$ cat config.mk
export PLATFORM = sky130hd
export DESIGN_NAME = dual_bank_regfile
export DESIGN_NICKNAME = d
export VERILOG_FILES = /design/src/rtl/drf_pkg.sv /design/src/rtl/drf_bank.sv /design/src/rtl/drf_stack_ptr.sv /design/src/rtl/drf_read_port.sv /design/src/rtl/dual_bank_regfile.sv
export SDC_FILE = /design/constraint.sdc
export NUM_CORES = 2
export LEC_CHECK = 0
export BUFFER_PORTS_ARGS = -buffer_cell sky130_fd_sc_hd__buf_4
export CAP_MARGIN = 30
export CORE_MARGIN = 2
export CORE_UTILIZATION = 40
export CTS_CLUSTER_SIZE = 24
export DETAILED_ROUTE_END_ITERATION = 10
export PLACE_DENSITY_LB_ADDON = 0.3
export SYNTH_ARGS = -nofsm -noshare
export SYNTH_HDL_FRONTEND = slang
export SYNTH_HIERARCHICAL = 1
export SYNTH_SLANG_ARGS = --single-unit
$ cat constraint.sdc
create_clock -name clk -period 4.28 [get_ports clk]
set_input_delay 0.642 -clock clk [delete_from_list [all_inputs] [get_ports clk]]
set_output_delay 0.642 -clock clk [all_outputs]
set_load 0.01 [all_outputs]
$ cat src/rtl/drf_pkg.sv
package drf_pkg;

  typedef enum logic {
    BANK_A = 1'b0,
    BANK_B = 1'b1
  } bank_e;

  typedef enum logic {
    SP_PUSH = 1'b0,
    SP_POP  = 1'b1
  } sp_dir_e;

endpackage

$ cat src/rtl/drf_bank.sv
module drf_bank #(
  parameter int DATA_W   = 32,
  parameter int NUM_PRIV = 15,
  parameter int IDX_W    = 4
) (
  input  logic                             clk,
  input  logic                             rst_n,
  input  logic                             wr_en,
  input  logic [IDX_W-1:0]                 wr_idx,
  input  logic [DATA_W-1:0]                wr_data,
  output logic [NUM_PRIV-1:0][DATA_W-1:0]  regs_o
);

  logic [NUM_PRIV-1:0][DATA_W-1:0] regs_q;
  logic [NUM_PRIV-1:0][DATA_W-1:0] regs_d;
  logic [NUM_PRIV-1:0]             reg_ce;

  for (genvar g = 0; g < NUM_PRIV; g++) begin : g_reg
    always_comb begin
      reg_ce[g] = wr_en && (wr_idx == IDX_W'(g));
      regs_d[g] = wr_data;
    end

    always_ff @(posedge clk or negedge rst_n) begin
      if (!rst_n) begin
        regs_q[g] <= '0;
      end else if (reg_ce[g]) begin
        regs_q[g] <= regs_d[g];
      end
    end
  end

  assign regs_o = regs_q;

endmodule

$ cat src/rtl/drf_stack_ptr.sv
module drf_stack_ptr #(
  parameter int DATA_W = 32
) (
  input  logic              clk,
  input  logic              rst_n,
  input  logic              wr_en,
  input  logic [DATA_W-1:0] wr_data,
  input  logic              adj_en,
  input  drf_pkg::sp_dir_e  adj_dir,
  input  logic [DATA_W-1:0] step,
  output logic [DATA_W-1:0] sp_o
);

  logic [DATA_W-1:0] sp_q;
  logic [DATA_W-1:0] sp_d;
  logic              sp_ce;

  always_comb begin
    sp_ce = wr_en || adj_en;
    if (wr_en) begin
      sp_d = wr_data;
    end else if (adj_dir == drf_pkg::SP_POP) begin
      sp_d = sp_q + step;
    end else begin
      sp_d = sp_q - step;
    end
  end

  always_ff @(posedge clk or negedge rst_n) begin
    if (!rst_n) begin
      sp_q <= '0;
    end else if (sp_ce) begin
      sp_q <= sp_d;
    end
  end

  assign sp_o = sp_q;

endmodule

$ cat src/rtl/drf_read_port.sv
module drf_read_port #(
  parameter int DATA_W   = 32,
  parameter int NUM_PRIV = 15,
  parameter int IDX_W    = 4
) (
  input  logic                             rd_bank,
  input  logic [IDX_W-1:0]                 rd_idx,
  input  logic [NUM_PRIV-1:0][DATA_W-1:0]  bank_a,
  input  logic [NUM_PRIV-1:0][DATA_W-1:0]  bank_b,
  input  logic [DATA_W-1:0]                sp,
  input  logic                             wr_en,
  input  logic                             wr_bank,
  input  logic [IDX_W-1:0]                 wr_idx,
  input  logic [DATA_W-1:0]                wr_data,
  output logic [DATA_W-1:0]                rd_data
);

  localparam logic [IDX_W-1:0] SP_IDX = IDX_W'(NUM_PRIV);

  logic              rd_is_sp;
  logic              wr_is_sp;
  logic              hit;
  logic [DATA_W-1:0] stored;

  always_comb begin
    rd_is_sp = (rd_idx == SP_IDX);
    wr_is_sp = (wr_idx == SP_IDX);
    hit      = wr_en && (rd_idx == wr_idx) && (rd_is_sp || (rd_bank == wr_bank));
    stored   = '0;
    if (rd_is_sp) begin
      stored = sp;
    end else if (rd_idx < SP_IDX) begin
      stored = (rd_bank == drf_pkg::BANK_B) ? bank_b[rd_idx] : bank_a[rd_idx];
    end
    rd_data = hit ? wr_data : stored;
  end

  logic unused_wr_is_sp;
  assign unused_wr_is_sp = wr_is_sp;

endmodule

$ cat src/rtl/dual_bank_regfile.sv
module dual_bank_regfile #(
  parameter int DATA_W   = 32,
  parameter int NUM_PRIV = 15
) (
  input  logic              clk,
  input  logic              rst_n,
  input  logic              wr_en,
  input  logic              wr_bank,
  input  logic [3:0]        wr_idx,
  input  logic [DATA_W-1:0] wr_data,
  input  logic              rd0_bank,
  input  logic [3:0]        rd0_idx,
  output logic [DATA_W-1:0] rd0_data,
  input  logic              rd1_bank,
  input  logic [3:0]        rd1_idx,
  output logic [DATA_W-1:0] rd1_data,
  input  logic              sp_adj_en,
  input  logic              sp_adj_dir,
  input  logic [DATA_W-1:0] sp_step
);

  localparam int IDX_W = 4;
  localparam logic [IDX_W-1:0] SP_IDX = IDX_W'(NUM_PRIV);
  localparam int NUM_RD = 2;

  logic [NUM_PRIV-1:0][DATA_W-1:0] regs_a;
  logic [NUM_PRIV-1:0][DATA_W-1:0] regs_b;
  logic [DATA_W-1:0]               sp_q;
  logic                            wr_sp;
  logic                            wr_a;
  logic                            wr_b;
  drf_pkg::sp_dir_e                adj_dir;

  always_comb begin
    wr_sp   = wr_en && (wr_idx == SP_IDX);
    wr_a    = wr_en && (wr_idx < SP_IDX) && (wr_bank == drf_pkg::BANK_A);
    wr_b    = wr_en && (wr_idx < SP_IDX) && (wr_bank == drf_pkg::BANK_B);
    adj_dir = drf_pkg::sp_dir_e'(sp_adj_dir);
  end

  drf_bank #(.DATA_W(DATA_W), .NUM_PRIV(NUM_PRIV), .IDX_W(IDX_W)) u_bank_a (
    .clk(clk), .rst_n(rst_n), .wr_en(wr_a), .wr_idx(wr_idx),
    .wr_data(wr_data), .regs_o(regs_a)
  );

  drf_bank #(.DATA_W(DATA_W), .NUM_PRIV(NUM_PRIV), .IDX_W(IDX_W)) u_bank_b (
    .clk(clk), .rst_n(rst_n), .wr_en(wr_b), .wr_idx(wr_idx),
    .wr_data(wr_data), .regs_o(regs_b)
  );

  drf_stack_ptr #(.DATA_W(DATA_W)) u_sp (
    .clk(clk), .rst_n(rst_n), .wr_en(wr_sp), .wr_data(wr_data),
    .adj_en(sp_adj_en), .adj_dir(adj_dir), .step(sp_step), .sp_o(sp_q)
  );

  logic [NUM_RD-1:0]             rd_bank_v;
  logic [NUM_RD-1:0][IDX_W-1:0]  rd_idx_v;
  logic [NUM_RD-1:0][DATA_W-1:0] rd_data_v;

  assign rd_bank_v = {rd1_bank, rd0_bank};
  assign rd_idx_v  = {rd1_idx, rd0_idx};

  for (genvar p = 0; p < NUM_RD; p++) begin : g_rd
    drf_read_port #(.DATA_W(DATA_W), .NUM_PRIV(NUM_PRIV), .IDX_W(IDX_W)) u_port (
      .rd_bank(rd_bank_v[p]), .rd_idx(rd_idx_v[p]),
      .bank_a(regs_a), .bank_b(regs_b), .sp(sp_q),
      .wr_en(wr_en), .wr_bank(wr_bank), .wr_idx(wr_idx), .wr_data(wr_data),
      .rd_data(rd_data_v[p])
    );
  end

  assign rd0_data = rd_data_v[0];
  assign rd1_data = rd_data_v[1];

endmodule

==> qor.txt <==
Min cycle time layout - 3970 ps
Skew final - 24.7 ps
Placed cells - 6106
CORE AREA - 0.142 mm²
Gr usage total - 27.6%
I/O Buffers - 147
Initial core utilization - 40.4%
Worst Tran Pin Value - 997 ps
Final hold violations - 0
Crit end category - output pin
Syn Inst Count - 4277
RSZ-0062 raised after global routing - no
Die Area - 0.146 mm²
Fin cells - 6311
Kind of critical path - primary input to output pin
Fin Setup TNS - 0 ps
Final Cycle Share - 92.8%
Ports - 148
M2 GR Usage - 40.7%
Pwr/cell area - 480 mW/mm²
WL/cell - 32.3 µm
Hold path depth - 3
Clock tree sinks - 992
Clock root buffer - clkbuf_16
GR peak layer - met2
TritonCTS clock tree - done
First-pass GRT wire length - 294000 µm
Post-layout util - 45.7%
Switching share of power - 30.8%
CTS resizes - 0
Yosys cell types - 75
Register-to-Register Path Depth - 10
Worst EP required - 3640 ps
DRC - 0
Leak - 27.6 nW
#FFs+latches synth - 992
# setup viols final - 0
Combinational power share - 25.9%
Die X - 382 µm
DR vias - 41300
GR Util met3 - 8.02%
Clock transition at path regs - 60 ps
Grt met1 use - 38.0%
Commonest non-fill, non-tap cell in the layout - dfrtp_1
Largest net degree at the start of global routing - 100
Htree depth - 3
Seq/Total Area, Yosys - 43.4%
Drt total wl - 204000 µm
Worst Hold Class - primary input to flop
Sequential share of power - 42.3%
Synthesized area - 0.0571 mm²
Max Cap Violations - 0
CP startpoint kind - primary input
Max Slew Vio Count - 0
Share of cells above drive strength 1 - 43.9%
Fin nets - 4449
Worst hold slack - 358 ps
Final antenna-violating net count - 0
Clock Path Buffers - 3
Via/cell ratio - 6.54
Maximum vdd drop - 0.316 mV
DP HPWL - 131000 µm
Warnings, synthesis - 6
Clk Latency, worst-skew pair - 730 ps
Normalized max-slew margin - 33.6%
Syn avg cell area - 13.4 µm²
PnR Total Power - 31.1 mW
Most frequent cells in the layout - 992 x dfrtp_1, 959 x mux2_2, 366 x mux4_2, 300 x buf_4, 146 x o21ai_0
Die Y - 382 µm
Area grow syn2layout - 13.3%
Async SR Flop Fraction - 100%
Initial antenna violation count - 13
GRT overflow - 0
Psw - 9.59 mW
Area of placed instances - 0.0610 mm²
Top_reg_cell synth - dfrtp_1
Post-route setup slack - 308 ps
Worst-path fanout max - 41
Pre-CTS WS - 133 ps
Max Freq - 252 MHz
Post-Layout Inst Area - 0.0648 mm²
P_int - 21.5 mW
Starting DRT DRC Count - 4487
Vias in the first global route - 40900
Clock power share - 31.8%
RePlAce Congestion - 0.899
CTS Buf Count - 107
Placement row count - 138
EDFF count, synth - 0
Worst Path Arrival - 3330 ps
Router iterations before antenna repair - 6
Outcome - completed
Syn Nets - 4399
[registers in the layout (all words and copies together) (netlist names)]
name and cells:
u_sp/sp_o 32, u_bank_b/regs_o 480, u_bank_a/regs_o 480
[synth_stat cells, drive strengths merged (5+ instances only)]
cell | instances | share of area, %
a2111oi | 7 | 0.15
a211oi | 21 | 0.30
a21o | 20 | 0.26
a21oi | 103 | 0.90
a221o | 61 | 1.1
a221oi | 70 | 1.1
a22oi | 61 | 0.80
a31o | 6 | 0.092
a31oi | 48 | 0.53
a32o | 8 | 0.14
a32oi | 16 | 0.25
and2 | 17 | 0.19
and3 | 13 | 0.14
buf | 241 | 2.7
clkbuf | 182 | 1.2
dfrtp | 992 | 43
ha | 37 | 0.81
inv | 34 | 0.22
mux2 | 1089 | 21
mux2i | 109 | 1.9
mux4 | 366 | 14
nand2 | 139 | 0.91
nand2b | 23 | 0.25
nand3 | 34 | 0.30
nand3b | 21 | 0.28
nand4 | 18 | 0.20
nor2 | 98 | 0.64
nor2b | 11 | 0.12
nor3 | 14 | 0.12
nor3b | 6 | 0.12
nor4 | 7 | 0.077
o2111ai | 15 | 0.23
o211a | 7 | 0.12
o211ai | 56 | 0.75
o21ai | 157 | 1.4
o21bai | 5 | 0.066
o221ai | 22 | 0.34
o22ai | 36 | 0.39
o2bb2ai | 7 | 0.11
or2 | 8 | 0.088
xnor2 | 29 | 0.44
xor2 | 34 | 0.52
[power by group through the flow]
stage / Combinational, mW / Sequential (mW) / Clock, mW
floorplan: 5.85 / 12.4 / 0
global placement: 7.82 / 13.1 / 0
detailed placement: 7.94 / 13.3 / 0
CTS: 7.98 / 13.1 / 10.0
global route: 8.62 / 13.4 / 10.4
finish: 8.05 / 13.2 / 9.89
[worst paths after layout]
check                                       endpoint  slack [ps]                 start
worst max-delay path                    rd0_data[30]         310            rd0_idx[0]
worst min-delay path                    u_sp/sp_o[6]         360            wr_data[6]
worst max register to register         u_sp/sp_o[30]         940          u_sp/sp_o[0]
worst min register to register  u_bank_b/regs_o[193]         510  u_bank_b/regs_o[193]
max in group asynchronous       u_bank_b/regs_o[274]        2540                 rst_n
min in group asynchronous       u_bank_b/regs_o[180]         550                 rst_n
[worst max-delay path, cell delays in order]
cell,delay (ps)
buf_8,430
nor2b_4,330
buf_12,270
a221oi_1,140
o311ai_0,520
o21ai_1,240
a31oi_1,470
buf_4,220
[layer usage]
| layer | routed length (µm) | up-vias |
|---|---|---|
| li1 | - | 16700 |
| met1 | 85100 | 21900 |
| met2 | 88900 | 2117 |
| met3 | 20700 | 486 |
| met4 | 9330 | 14 |
| met5 | 80 | - |
[timing repair]
| item | CTS | global route |
|---|---|---|
| hold buffers | 1 | 0 |
| hold endpoints to repair | 10 | 0 |
| buffers inserted | 0 | 0 |
[kinds of logic (layout without fill, tap and decap cells)]
| kind of cell | after synthesis | in the layout | synth area share [%] |
|---|---|---|---|
| AO/OA/AOI/OAI | 740 | 740 | 9.23 |
| XOR/XNOR | 63 | 63 | 0.966 |
| adder cells (fa/ha/maj) | 38 | 38 | 0.845 |
| buffers and inverters | 459 | 597 | 4.09 |
| flip-flops | 992 | 992 | 43.4 |
| multiplexers | 1564 | 1564 | 37.8 |
| other | 0 | 6 | 0 |
| AND/OR/NAND/NOR | 421 | 421 | 3.62 |
[cell type report]
| type | count | area (µm²) |
|---|---|---|
| multi-input combinational | 2826 | 30200 |
| fill | 12600 | 76800 |
| clock inverter | 29 | 415 |
| tap | 1890 | 2360 |
| timing repair buffer | 364 | 3500 |
| sequential | 992 | 24800 |
| clock buffer | 168 | 3330 |
| inverter | 36 | 135 |
| antenna | 6 | 15.0 |
(Power assumes the default switching activity.)
